==> src/rtl/spi_slave_pkg.sv <==
package spi_slave_pkg;
  typedef struct packed {
    logic rx_ie;
    logic rsvd;
    logic master;
    logic cpol;
    logic cpha;
    logic wired_or;
    logic enable;
    logic tx_ie;
  } ctrl_t;

  localparam logic [7:0] CTRL_RST   = 8'h28;
  localparam logic [7:0] CTRL_WMASK = 8'hBF;

  typedef enum logic [1:0] {
    REG_CTRL = 2'd0,
    REG_STAT = 2'd1,
    REG_DATA = 2'd2
  } reg_addr_e;

  localparam int STAT_RX_BIT = 7;
  localparam int STAT_TX_BIT = 3;
endpackage

==> src/rtl/spi_pin_sync.sv <==
module spi_pin_sync #(
  parameter int            WIDTH  = 3,
  parameter int            STAGES = 2,
  parameter logic [WIDTH-1:0] RST_VAL = '0
) (
  input  logic             clk_i,
  input  logic             rst_ni,
  input  logic [WIDTH-1:0] d_i,
  output logic [WIDTH-1:0] q_o
);
  for (genvar b = 0; b < WIDTH; b++) begin : g_bit
    logic [STAGES-1:0] chain_q;
    always_ff @(posedge clk_i or negedge rst_ni) begin
      if (!rst_ni) chain_q <= {STAGES{RST_VAL[b]}};
      else         chain_q <= {chain_q[STAGES-2:0], d_i[b]};
    end
    assign q_o[b] = chain_q[STAGES-1];
  end
endmodule

==> src/rtl/spi_slave_shifter.sv <==
module spi_slave_shifter #(
  parameter int DATA_W = 8,
  localparam int CNT_W = $clog2(DATA_W)
) (
  input  logic              clk_i,
  input  logic              rst_ni,
  input  logic              en_i,
  input  logic              cpol_i,
  input  logic              cpha_i,
  input  logic              sck_s_i,
  input  logic              ss_s_i,
  input  logic              mosi_s_i,
  input  logic [DATA_W-1:0] tx_i,
  output logic              load_o,
  output logic              done_o,
  output logic [DATA_W-1:0] rx_o,
  output logic              sel_o,
  output logic              miso_bit_o
);
  localparam logic [CNT_W-1:0] LAST = CNT_W'(DATA_W - 1);

  logic              sck_q, ss_q, busy_q, miso_q;
  logic [CNT_W-1:0]  cnt_q;
  logic [DATA_W-1:0] shreg_q;
  logic rise, fall, lead, trail, samp_edge, shft_edge, sel, start;

  assign rise      = sck_s_i & ~sck_q;
  assign fall      = ~sck_s_i & sck_q;
  assign lead      = cpol_i ? fall : rise;
  assign trail     = cpol_i ? rise : fall;
  assign samp_edge = cpha_i ? trail : lead;
  assign shft_edge = cpha_i ? lead : trail;
  assign sel       = en_i & ~ss_s_i;
  // phase 0: SS falling edge; phase 1: first leading SCK edge when idle
  assign start     = sel & (cpha_i ? (lead & ~busy_q) : ss_q);

  always_ff @(posedge clk_i or negedge rst_ni) begin
    if (!rst_ni) begin
      sck_q <= 1'b0;
      ss_q  <= 1'b1;
    end else begin
      sck_q <= sck_s_i;
      ss_q  <= ss_s_i;
    end
  end

  always_ff @(posedge clk_i or negedge rst_ni) begin
    if (!rst_ni) begin
      shreg_q <= '0;
      cnt_q   <= '0;
      busy_q  <= 1'b0;
      miso_q  <= 1'b0;
    end else if (start) begin
      shreg_q <= tx_i;
      miso_q  <= tx_i[DATA_W-1];
      cnt_q   <= '0;
      busy_q  <= 1'b1;
    end else if (sel && busy_q) begin
      if (samp_edge) begin
        shreg_q <= {shreg_q[DATA_W-2:0], mosi_s_i};
        cnt_q   <= cnt_q + 1'b1;
        if (cnt_q == LAST) busy_q <= 1'b0;
      end
      if (shft_edge) miso_q <= shreg_q[DATA_W-1];
    end
  end

  assign load_o     = start;
  assign done_o     = sel & busy_q & samp_edge & (cnt_q == LAST) & ~start;
  assign rx_o       = {shreg_q[DATA_W-2:0], mosi_s_i};
  assign sel_o      = sel;
  assign miso_bit_o = miso_q;

  // deselected slave keeps its transfer state
  p_ss_hold_r6: assert property (@(posedge clk_i) disable iff (!rst_ni)
    ss_s_i |=> ($stable(shreg_q) && $stable(busy_q) && $stable(miso_q)));
  // a running transfer only changes its shift register on sampling edges
  p_tx_lockout_r7: assert property (@(posedge clk_i) disable iff (!rst_ni)
    (busy_q && !samp_edge && !start) |=> $stable(shreg_q));
endmodule

==> src/rtl/spi_slave_regs.sv <==
module spi_slave_regs
  import spi_slave_pkg::*;
#(
  parameter int DATA_W = 8,
  parameter int ADDR_W = 2
) (
  input  logic              clk_i,
  input  logic              rst_ni,
  input  logic [ADDR_W-1:0] addr_i,
  input  logic              wr_en_i,
  input  logic              rd_en_i,
  input  logic [DATA_W-1:0] wdata_i,
  output logic [DATA_W-1:0] rdata_o,
  input  logic              load_i,
  input  logic              done_i,
  input  logic [DATA_W-1:0] rx_word_i,
  output ctrl_t             ctrl_o,
  output logic [DATA_W-1:0] tx_word_o,
  output logic              irq_rx_o,
  output logic              irq_tx_o
);
  ctrl_t             ctrl_q;
  logic [DATA_W-1:0] tx_q, rx_q;
  logic              tx_empty_q, rx_full_q;
  logic              wr_ctrl, wr_data, rd_data;

  assign wr_ctrl = wr_en_i && (addr_i == ADDR_W'(REG_CTRL));
  assign wr_data = wr_en_i && (addr_i == ADDR_W'(REG_DATA));
  assign rd_data = rd_en_i && (addr_i == ADDR_W'(REG_DATA));

  always_ff @(posedge clk_i or negedge rst_ni) begin
    if (!rst_ni) ctrl_q <= ctrl_t'(CTRL_RST);
    else if (wr_ctrl) ctrl_q <= ctrl_t'(wdata_i[7:0] & CTRL_WMASK);
  end

  always_ff @(posedge clk_i or negedge rst_ni) begin
    if (!rst_ni) begin
      tx_q       <= '0;
      tx_empty_q <= 1'b1;
    end else if (wr_data) begin
      tx_q       <= wdata_i;
      tx_empty_q <= 1'b0;
    end else if (load_i) begin
      tx_empty_q <= 1'b1;
    end
  end

  always_ff @(posedge clk_i or negedge rst_ni) begin
    if (!rst_ni) begin
      rx_q      <= '0;
      rx_full_q <= 1'b0;
    end else if (done_i) begin
      rx_q      <= rx_word_i;
      rx_full_q <= 1'b1;
    end else if (rd_data) begin
      rx_full_q <= 1'b0;
    end
  end

  always_comb begin
    rdata_o = '0;
    case (addr_i)
      ADDR_W'(REG_CTRL): rdata_o[7:0] = ctrl_q;
      ADDR_W'(REG_STAT): begin
        rdata_o[STAT_RX_BIT] = rx_full_q;
        rdata_o[STAT_TX_BIT] = tx_empty_q;
      end
      ADDR_W'(REG_DATA): rdata_o = rx_q;
      default:           rdata_o = '0;
    endcase
  end

  assign ctrl_o    = ctrl_q;
  assign tx_word_o = tx_q;
  assign irq_rx_o  = rx_full_q & ctrl_q.rx_ie;
  assign irq_tx_o  = tx_empty_q & ctrl_q.tx_ie;

  // receive full only rises from a completed byte
  p_rx_set_src_r8: assert property (@(posedge clk_i) disable iff (!rst_ni)
    $rose(rx_full_q) |-> $past(done_i));
  // a data read without a completing byte empties the flag
  p_rx_clear_r8: assert property (@(posedge clk_i) disable iff (!rst_ni)
    (rd_data && !done_i) |=> !rx_full_q);
  // a data write leaves the holding register full
  p_tx_write_r9: assert property (@(posedge clk_i) disable iff (!rst_ni)
    wr_data |=> !tx_empty_q);
endmodule

==> src/rtl/spi_slave_xcvr.sv <==
module spi_slave_xcvr
  import spi_slave_pkg::*;
#(
  parameter int DATA_W      = 8,
  parameter int ADDR_W      = 2,
  parameter int SYNC_STAGES = 2
) (
  input  logic              clk_i,
  input  logic              rst_ni,
  input  logic [ADDR_W-1:0] addr_i,
  input  logic              wr_en_i,
  input  logic              rd_en_i,
  input  logic [DATA_W-1:0] wdata_i,
  output logic [DATA_W-1:0] rdata_o,
  input  logic              sck_i,
  input  logic              ss_ni,
  input  logic              mosi_i,
  output logic              miso_o,
  output logic              miso_oe_o,
  output logic              wired_or_o,
  output logic              irq_rx_o,
  output logic              irq_tx_o
);
  ctrl_t             ctrl;
  logic [DATA_W-1:0] tx_word, rx_word;
  logic [2:0]        pins_s;
  logic              load, done, sel, miso_bit;

  // bit order: {mosi, ss, sck}; SS idles high
  spi_pin_sync #(.WIDTH(3), .STAGES(SYNC_STAGES), .RST_VAL(3'b010)) u_sync (
    .clk_i, .rst_ni,
    .d_i ({mosi_i, ss_ni, sck_i}),
    .q_o (pins_s)
  );

  spi_slave_regs #(.DATA_W(DATA_W), .ADDR_W(ADDR_W)) u_regs (
    .clk_i, .rst_ni, .addr_i, .wr_en_i, .rd_en_i, .wdata_i, .rdata_o,
    .load_i    (load),
    .done_i    (done),
    .rx_word_i (rx_word),
    .ctrl_o    (ctrl),
    .tx_word_o (tx_word),
    .irq_rx_o, .irq_tx_o
  );

  spi_slave_shifter #(.DATA_W(DATA_W)) u_shift (
    .clk_i, .rst_ni,
    .en_i       (ctrl.enable & ~ctrl.master),
    .cpol_i     (ctrl.cpol),
    .cpha_i     (ctrl.cpha),
    .sck_s_i    (pins_s[0]),
    .ss_s_i     (pins_s[1]),
    .mosi_s_i   (pins_s[2]),
    .tx_i       (tx_word),
    .load_o     (load),
    .done_o     (done),
    .rx_o       (rx_word),
    .sel_o      (sel),
    .miso_bit_o (miso_bit)
  );

  assign wired_or_o = ctrl.wired_or;
  assign miso_o     = ctrl.wired_or ? 1'b0 : miso_bit;
  assign miso_oe_o  = sel & (ctrl.wired_or ? ~miso_bit : 1'b1);

  // deselected slave releases MISO
  p_miso_release_r6: assert property (@(posedge clk_i) disable iff (!rst_ni)
    pins_s[1] |-> !miso_oe_o);
endmodule

==> config.mk <==
export PLATFORM = sky130hd
export DESIGN_NAME = spi_slave_xcvr
export DESIGN_NICKNAME = d
export VERILOG_FILES = /design/src/rtl/spi_slave_pkg.sv /design/src/rtl/spi_pin_sync.sv /design/src/rtl/spi_slave_shifter.sv /design/src/rtl/spi_slave_regs.sv /design/src/rtl/spi_slave_xcvr.sv
export SDC_FILE = /design/constraint.sdc
export NUM_CORES = 1
export LEC_CHECK = 0
export ABC_CLOCK_PERIOD_IN_PS = 1900
export BUFFER_PORTS_ARGS = -buffer_cell sky130_fd_sc_hd__buf_2
export CAP_MARGIN = 40
export CORE_MARGIN = 4
export CORE_UTILIZATION = 50
export DETAILED_ROUTE_END_ITERATION = 8
export PLACE_DENSITY_LB_ADDON = 0.15
export SYNTH_ARGS = -nofsm -noshare
export SYNTH_HDL_FRONTEND = slang
export SYNTH_SLANG_ARGS = --single-unit
==> constraint.sdc <==
create_clock -name clk_i -period 1.9 [get_ports clk_i]
set_clock_uncertainty 0.1 [all_clocks]
set_input_delay 0.57 -clock clk_i [delete_from_list [all_inputs] [get_ports clk_i]]
set_output_delay 0.57 -clock clk_i [all_outputs]
set_load 0.01 [all_outputs]
# After elaboration in Yosys (flattened, before gate mapping)
# Cells that the tools add are included.
# totals
output_inout_bits	13
mem_bits_ro	0
ff_bits	46
mem_bits_rw	0
latchBits	0
memories	0
# classes
div	0
reduce_logical	14
n_bitwise	20
shift	0
n_mux	28
eq_ne	3
add_sub_neg	1
multipliers	0
magnitude_cmp	0
# op_table
op	count
$mux 8	3
$mux 1	18
$and 1x1->1	13
$pmux 3 s2	2
$reduce_bool 2->1	6
$mux 3	3
$not 1->1	7
$pmux 1 s3	2
$logic_and 1x1->1	4
$reduce_and 2->1	2
$add 3x1->3 const B	1
$eq 3x3->1 const B	1
$reduce_and 3->1	1
$eq 2x1->1 const B	1
$eq 2x2->1 const B	1
$logic_not 2->1	1

# Depth between registers and ports, before layout
# Gate-level depths: netlist of run 1.
# logic_depth
word_depth	9
ltp_mapped	5
depth_no_buf	5

# Hierarchy
# From an unflattened synthesis of run 1, not the netlist that was laid out.
# hier_totals
hier_cells	185
area_unflattened_um2	2233.4
# by_module_without_submodules
mod	cells_each	n_inst	area_per_inst_um2	seq_area_each_um2
spi_slave_regs	76	1	1103.6	629.4
spi_slave_shifter	97	1	934.6	376.6
spi_pin_sync	9	1	175.2	152.6
spi_slave_xcvr	3	1	20.0	0.0

# Worst setup path after synthesis of run 1
# Ideal clock, no wire load.
# synth_path
kind	register to register
from	register u_regs.ctrl_q, in the netlist u_regs.ctrl_o[5]
to	register u_regs.rx_q[0]
stages_incl_launch_ff	5
setup_ns	0.125
arrival_time_ns	1.765
path_slack_ns	-0.089
n_path_buf	0
synth_period_minus_slack_ns	1.989
required_time_ns	1.675
path_cell_list	dfstp_2 > or3b_4 > or2_1 > nor3_4 > mux2_2
# synth_between
elab_chain_cells	7
elab_cells_between_ends	9
# synth_rtl
element	line	rtl
from (decl)	spi_slave_regs.sv:22	ctrl_t ctrl_q;
from (signal assigned)	spi_slave_regs.sv:32	if (!rst_ni) ctrl_q <= ctrl_t'(CTRL_RST);
from (signal assigned)	spi_slave_regs.sv:33	else if (wr_ctrl) ctrl_q <= ctrl_t'(wdata_i[7:0] & CTRL_WMASK);
$not 1->1 (*)	spi_slave_xcvr.sv:48	.en_i (ctrl.enable & ~ctrl.master),
$and 1x1->1 (*)	spi_slave_xcvr.sv:48	
$and 1x1->1 (*)	spi_slave_shifter.sv:33	assign sel = en_i & ~ss_s_i;
$and 1x1->1 (3 in a row)	spi_slave_shifter.sv:69	assign done_o = sel & busy_q & samp_edge & (cnt_q == LAST) & ~start;
$and 1x1->1 (*)	spi_slave_shifter.sv:69	
to (signal assigned)	spi_slave_regs.sv:53	rx_q <= rx_word_i;
to (decl)	spi_slave_regs.sv:23	logic [DATA_W-1:0] tx_q, rx_q;
# Mark *: on every way between the ends. The rest lies on a longest branch, timed or not.
# A chain may end at the register's enable or synchronous reset.

# Final worst setup path of run 1
# layout_path
from	register u_regs.ctrl_q, in the netlist u_regs.ctrl_o[5]
to	output miso_oe_o
# layout_between
elab_chain_cells	4
# layout_rtl
element	line	rtl
$not 1->1	spi_slave_xcvr.sv:48	
$and 1x1->1	spi_slave_xcvr.sv:48	
$and 1x1->1	spi_slave_shifter.sv:33	
$and 1x1->1	spi_slave_xcvr.sv:64	assign miso_oe_o = sel & (ctrl.wired_or ? ~miso_bit : 1'b1);
to (decl)	spi_slave_xcvr.sv:19	output logic miso_oe_o,
# Every way passes these cells.

==> results.yml, run 1 <==
setup_path:
  startpoint: "u_regs.ctrl_o[5]"
  cp.required_ns: 1.23
  crit_family: "simple AND/OR/NAND/NOR gates"
  cp-start-kind: "flip-flop"
  r2r_start: "u_regs.ctrl_o[5]"
  path_class: "flip-flop to output pin"
  worstPathMaxFanout: 2
  slowest_stage: "or3b_4"
  cp_cell_sequence: "or3b_4 > buf_6 > a21oi_2 > buf_2"
  critPathBufInv: 2
  worstPathArrival_ns: 1.42
  cp_slowest_stage_delay_ns: 0.40
  cp-end-kind: "output pin"
global_routing:
  antenna_found_initial: 0
  grt_first_pass_wirelength_um: 7769
  overflow: 0
  top_usage_layer: "met2"
  use_met1: 0.2663
  grtUsageMet3: 0.04986
  grt_use_total: 0.1954
  grt_pass1_vias: 1627
  met2_usage: 0.3165
  grt_start_max_net_pins: 47
logic_synthesis:
  synthesis.area_um2: 2058
  ys.flop_type: "dfrtp_1"
  syn_inst: 170
  synthDistinctLibCells: 30
  yosys.area_share.simple: 0.1088
  synth_top_family_by_area: "multiplexers"
  ys_seq_elements: 46
  synth_xor_area_frac: 0.004255
  synth_seq_area_share: 0.5629
  async_flop_share: 1.000
  yosysWarningCount: 0
  synth_nets: 189
  synthAdderAreaFrac: 0.01216
  synth_mux_area_frac: 0.1751
  syn_avg_cell_area_um2: 12.11
  synth-edff-count: 0
  synth_compound_area_frac: 0.1198
timing:
  max_freq_mhz: 478.3
  finalCritPeriodShare: 1.100
  finalHoldViolCount: 0
  setup_ws_ns: -0.1906
  worst_pin_slew_ns: 0.5133
  setup_viol: 13
  slew_headroom: 0.6578
  slew_violations: 0
  fin_crit_ns: 2.091
  rsz0062_at_grt: "yes"
clock_tree:
  cts_tree: "yes"
  h-tree-depth: 2
  cts_sinks: 46
  insertion_delay_ns: 0.29
  postCtsHoldBufs: 0
  cts_root_buf: "clkbuf_8"
  cts_max_path_buffers: 2
  path_clk_slew_ns: 0.08
  cts_buffers: 5
layout:
  finalNonFillerCells: 279
  final_cell_mix: "dfrtp_1, buf_2, mux2_2, buf_4, nand3_1"
  layout_commonest_cell: "dfrtp_1"
  diodes: 0
  register_area_um2: 1160
  fillerInstances: 280
  area_growth_pct: 34.71
  multi_input_area_um2: 997.2
  drive_above_1_share: 0.5153
  fin_nets: 247
power:
  power_mw: 2.846
  p_leak_nw: 1.267
  p_sw_frac: 0.3014
  seqPwrFrac: 0.485
  power_density_nw_per_um2: 1026
  p_clk_frac: 0.244
  ir_worst_vdd_uv: 741.9
  p_int_mw: 1.988
  power.switching_mw: 0.8578
  p_comb_frac: 0.271
drt:
  drt_iter0_drc: 82
  avgRoutedWirePerCell_um: 17.63
  vias: 1624
  routed_via_density: 5.821
  wirelength_um: 4920
  dr.pass1.iters: 4
  drtAntennaViolNets: 0
  drc: 0
flow_run:
  maxCapViolCount: 0
die:
  core.rowCount: 23
  dieWidth_um: 72.16
  initial_core_util: 0.5145
  pin_count: 30
  fp.coreArea_um2: 4000
  die_area_um2: 5207
  die_y_um: 72.16
place:
  dp_worst_setup_slack_ns: -0.08169
  port_buffers: 29
  gp_congestion: 0.8178
  dp_hpwl_um: 3330
  dp.cells: 259
hold_path:
  hp-class: "input pin to async pin"
run_status:
  status: "complete, but fails checks"
  violations: "setup timing"
worst reg2reg max path: stages, from the launching register on:
cell,delay (ns)
dfstp_2,0.37
or3b_4,0.40
buf_4,0.14
or2_4,0.25
nor3_4,0.15
buf_12,0.17
mux2_4,0.31
routing by layer:
layer / share of wire / up-vias
li1: - / 741
met1: 0.41 / 792
met2: 0.50 / 77
met3: 0.072 / 14
met4: 0.023 / 0
met5: 0 / -
timing repair:
action	CTS	global route
pin swaps	2	12
gates cloned	0	4
resized for setup	8	43
setup buffers	3	5
setup endpoints to repair	5	24
power by group through the flow:
| stage | Clock (mW) | Sequential, mW | Combinational, mW |
|---|---|---|---|
| final | 0.695 | 1.38 | 0.772 |
| after global routing | 0.757 | 1.40 | 0.842 |
| after CTS | 0.711 | 1.34 | 0.617 |
| after detailed placement | 0 | 1.36 | 0.576 |
| after global placement | 0 | 1.35 | 0.544 |
| after floorplan | 0 | 1.30 | 0.363 |
flip-flops by register name, summed over array words and instances, names as in the netlist, 3 cells and up:
signal and cells:
u_shift.cnt_q 3, u_regs.rx_q 8, u_shift.shreg_q 8, u_regs.ctrl_o 7
u_sync.g_bit.chain_q 6, u_regs.tx_word_o 8
kinds of logic after synthesis:
logic type	after synthesis
AOI/OAI and AO/OA	41
xor gates and xnor gates	1
adders and majority gates	2
buffers and inverters	9
DFF	46
muxes	33
and+or+nand+nor	38
cell type report:
cell class / count / share of cell area
Inverter: 1 / 0.001354
Tap cell: 50 / 0.02256
Clock inverter: 3 / 0.01444
Clock buffer: 5 / 0.02482
Multi-Input combinational cell: 116 / 0.3597
Timing Repair Buffer: 58 / 0.1588
Sequential cell: 46 / 0.4183
final timing paths:
check	endpoint	slack (ns)	cells after the start
worst max-delay path	miso_oe_o	-0.19	4
worst min-delay path	u_shift.cnt_q[0]	0.14	2
worst max register to register	u_regs.rx_q[1]	-0.11	6
worst min register to register	u_sync.g_bit[2].chain_q[1]	0.25	0
max in group asynchronous	u_shift.ss_q	1.29	2
min in group clk_i	u_sync.g_bit[2].chain_q[1]	0.25	0
through the flow:
stage | setup TNS (ns) | utilization | hold slack, ns | area (um^2)
CTS | -0.3225 | 0.6403 | 0.1505 | 2561
detailed placement | -0.7363 | 0.6012 | 0.2378 | 2405
global route | -2.034 | 0.6932 | 0.1498 | 2773
global placement | -0.1721 | 0.6012 | 0.2328 | 2405
finish | -1.141 | 0.6932 | 0.1421 | 2773
floorplan | 0 | - | 0.1744 | 2068
cell usage after synthesis, types with 2 or more instances:
cell type,count,area share
nor2_1,6,0.011
o21ai_0,14,0.034
mux2_2,24,0.13
and2_1,3,0.0091
dfrtp_1,40,0.49
nand3_1,10,0.024
mux2i_1,9,0.044
nor2b_1,5,0.015
ha_1,2,0.012
clkbuf_1,7,0.013
dfstp_2,6,0.077
a211oi_1,8,0.029
a31oi_1,9,0.027
a21o_1,2,0.0073
a21oi_1,6,0.015
nand2_1,5,0.0091
Note: power is estimated with default switching activity, not from simulation.
==> run 2: changes to the inputs <==
--- a/config.mk
+++ b/config.mk
@@ -5,12 +5,13 @@
 export SDC_FILE = /design/constraint.sdc
 export NUM_CORES = 1
 export LEC_CHECK = 0
-export ABC_CLOCK_PERIOD_IN_PS = 1900
+export ABC_CLOCK_PERIOD_IN_PS = 2700
 export BUFFER_PORTS_ARGS = -buffer_cell sky130_fd_sc_hd__buf_2
 export CAP_MARGIN = 40
 export CORE_MARGIN = 4
-export CORE_UTILIZATION = 50
+export CORE_UTILIZATION = 60
 export DETAILED_ROUTE_END_ITERATION = 8
+export GPL_TIMING_DRIVEN = 0
 export PLACE_DENSITY_LB_ADDON = 0.15
 export SYNTH_ARGS = -nofsm -noshare
 export SYNTH_HDL_FRONTEND = slang
==> constraint.sdc (replaced) <==
create_clock -name clk_i -period 2.7 [get_ports clk_i]
set_clock_uncertainty 0.1 [all_clocks]
set_input_delay 0.81 -clock clk_i [delete_from_list [all_inputs] [get_ports clk_i]]
set_output_delay 0.81 -clock clk_i [all_outputs]
set_load 0.01 [all_outputs]
==> run 2 against run 1 <==
Compared with the run above: the run now ends clean; total power shrank 40%; sequential power shrank 31%; wire length shrank 16%; critical path depth grew 1; register-to-register slack gained 0.50 ns; die area shrank 15%; worst hold slack gained 0.056 ns; first-iteration DRC count grew 56%; final cell count shrank 10%; global-route usage grew 2.0 points; non-clock buffer count shrank 23; critical path type is now input pin to output pin; critical endpoint is now rdata_o[3]; highest routed layer unchanged.
==> results.yml, run 2 (synthesis results as in run 1) <==
timing:
  worst_pin_slew_ns: 0.7233
  setup_ws_ns: 0.1748
  slew_headroom: 0.5157
  rsz0062_at_grt: "no"
  fin_crit_ns: 2.525
  finalCritPeriodShare: 0.9352
  slew_violations: 0
  setup_viol: 0
  setup_tns_ns: 0
  max_freq_mhz: 396.0
  finalHoldViolCount: 0
layout:
  diodes: 0
  area_growth_pct: 13.80
  stdcell_area_um2: 2342
  layout_commonest_cell: "dfrtp_1"
  fillerInstances: 267
  finalNonFillerCells: 251
  final_cell_mix: "dfrtp_1, buf_2, mux2_2"
  fin_nets: 223
  drive_above_1_share: 0.3317
clock_tree:
  cts_max_path_buffers: 2
  cts_tree: "yes"
  path_clk_slew_ns: 0.11
  cts_root_buf: "clkbuf_4"
  cts_setup_buffers: 0
  cts_sinks: 46
  cts_resized: 0
  cts_buffers: 5
  h-tree-depth: 2
  postCtsHoldBufs: 0
  insertion_delay_ns: 0.37
place:
  port_buffers: 27
  dp_hpwl_um: 3144
  placed_area_um2: 2271
  dp.cells: 244
  gp_congestion: 0.9393
  dp_worst_setup_slack_ns: 0.1550
setup_path:
  cp.required_ns: 1.79
  r2r_slack_ns: 0.39
  startpoint: "addr_i[0]"
  r2r_end: "u_regs.rx_q[4]"
  worstPathArrival_ns: 1.62
  cp-endpoint: "rdata_o[3]"
  r2r_start: "u_regs.ctrl_o[5]"
  path_class: "input pin to output pin"
  worstPathMaxFanout: 10
  cp-end-kind: "output pin"
  reg2reg_depth: 4
  cp-start-kind: "input pin"
die:
  die_area_um2: 4432
  die_y_um: 66.57
  initial_core_util: 0.6168
  core.rowCount: 21
  dieWidth_um: 66.57
  pin_count: 30
  fp.coreArea_um2: 3337
drt:
  dr.pass1.iters: 4
  drt_iter0_drc: 128
  drtAntennaViolNets: 0
  routed_via_density: 5.988
  drc: 0
  avgRoutedWirePerCell_um: 16.55
  vias: 1503
  wirelength_um: 4153
global_routing:
  grt_start_max_net_pins: 38
  grt_use_total: 0.2149
  antenna_found_initial: 0
  grt_first_pass_wirelength_um: 6969
  overflow: 0
  grt_pass1_vias: 1408
power:
  p_leak_nw: 1.065
  ir_worst_vdd_uv: 409.9
  p_sw_frac: 0.2981
  seqPwrFrac: 0.559
  power.switching_mw: 0.5082
  p_int_mw: 1.196
  p_clk_frac: 0.236
  p_comb_frac: 0.204
  power_density_nw_per_um2: 727.7
hold_path:
  hp-class: "input pin to async pin"
flow_run:
  maxCapViolCount: 0
run_status:
  status: "finished, final reports clean"
## run 2: cell types whose count changed in the layout (fill, tap and decap cells not counted), sizes merged
cell	change
buf	-28
clkbuf	+7
clkinv	-2
mux2	-1
## run 2: power groups by stage
stage | Clock [mW] | Combinational, mW | Sequential, mW
final | 0.403 | 0.348 | 0.953
after global routing | 0.442 | 0.387 | 0.967
after CTS | 0.414 | 0.350 | 0.949
after detailed placement | 0 | 0.348 | 0.964
after global placement | 0 | 0.325 | 0.952
after floorplan | 0 | 0.252 | 0.916
## run 2: layout make-up
| type | count | area [um^2] | share of cell area |
|---|---|---|---|
| Timing Repair Buffer | 28 | 155.1 | 0.06624 |
| Clock inverter | 1 | 30.03 | 0.01282 |
| Multi-Input combinational cell | 115 | 864.6 | 0.3691 |
| Sequential cell | 46 | 1159 | 0.4947 |
| Buffer | 7 | 27.53 | 0.01175 |
| Inverter | 1 | 3.754 | 0.001603 |
| Tap cell | 46 | 57.56 | 0.02457 |
| Clock buffer | 7 | 45.04 | 0.01923 |
## run 2: worst max-delay path, cell delays in order
cell	delay (ns)
clkbuf_1	0.32
nor2b_1	0.21
nand2_1	0.06
o21ai_0	0.06
buf_2	0.15
## run 2: layer usage
layer	GRT usage	wire (um)	vias to the layer above
met2	0.3391	2003	71
met3	0.06239	295	12
met4	0.07360	91	0
li1	-	-	690
met1	0.2832	1762	730
met5	0	0	-
## run 2: through the flow
stage	util	hold WS [ns]	power, mW
after CTS	0.7030	0.1867	1.712
after floorplan	-	0.2312	1.167
final	0.7019	0.1985	1.704
after global placement	0.6745	0.2319	1.277
after detailed placement	0.6805	0.2363	1.311
after global routing	0.7019	0.1893	1.796
## run 2: worst min path at each step
stage,from,to,cells past startpoint
after floorplan,u_sync.g_bit[0].chain_q[0],u_sync.g_bit[0].chain_q[1],0
after global placement,u_sync.g_bit[0].chain_q[0],u_sync.g_bit[0].chain_q[1],0
after detailed placement,u_sync.g_bit[0].chain_q[0],u_sync.g_bit[0].chain_q[1],0
after CTS,rst_ni,u_sync.g_bit[0].chain_q[1],1
after global routing,rst_ni,u_sync.g_bit[0].chain_q[1],1
final,rst_ni,u_shift.cnt_q[1],1
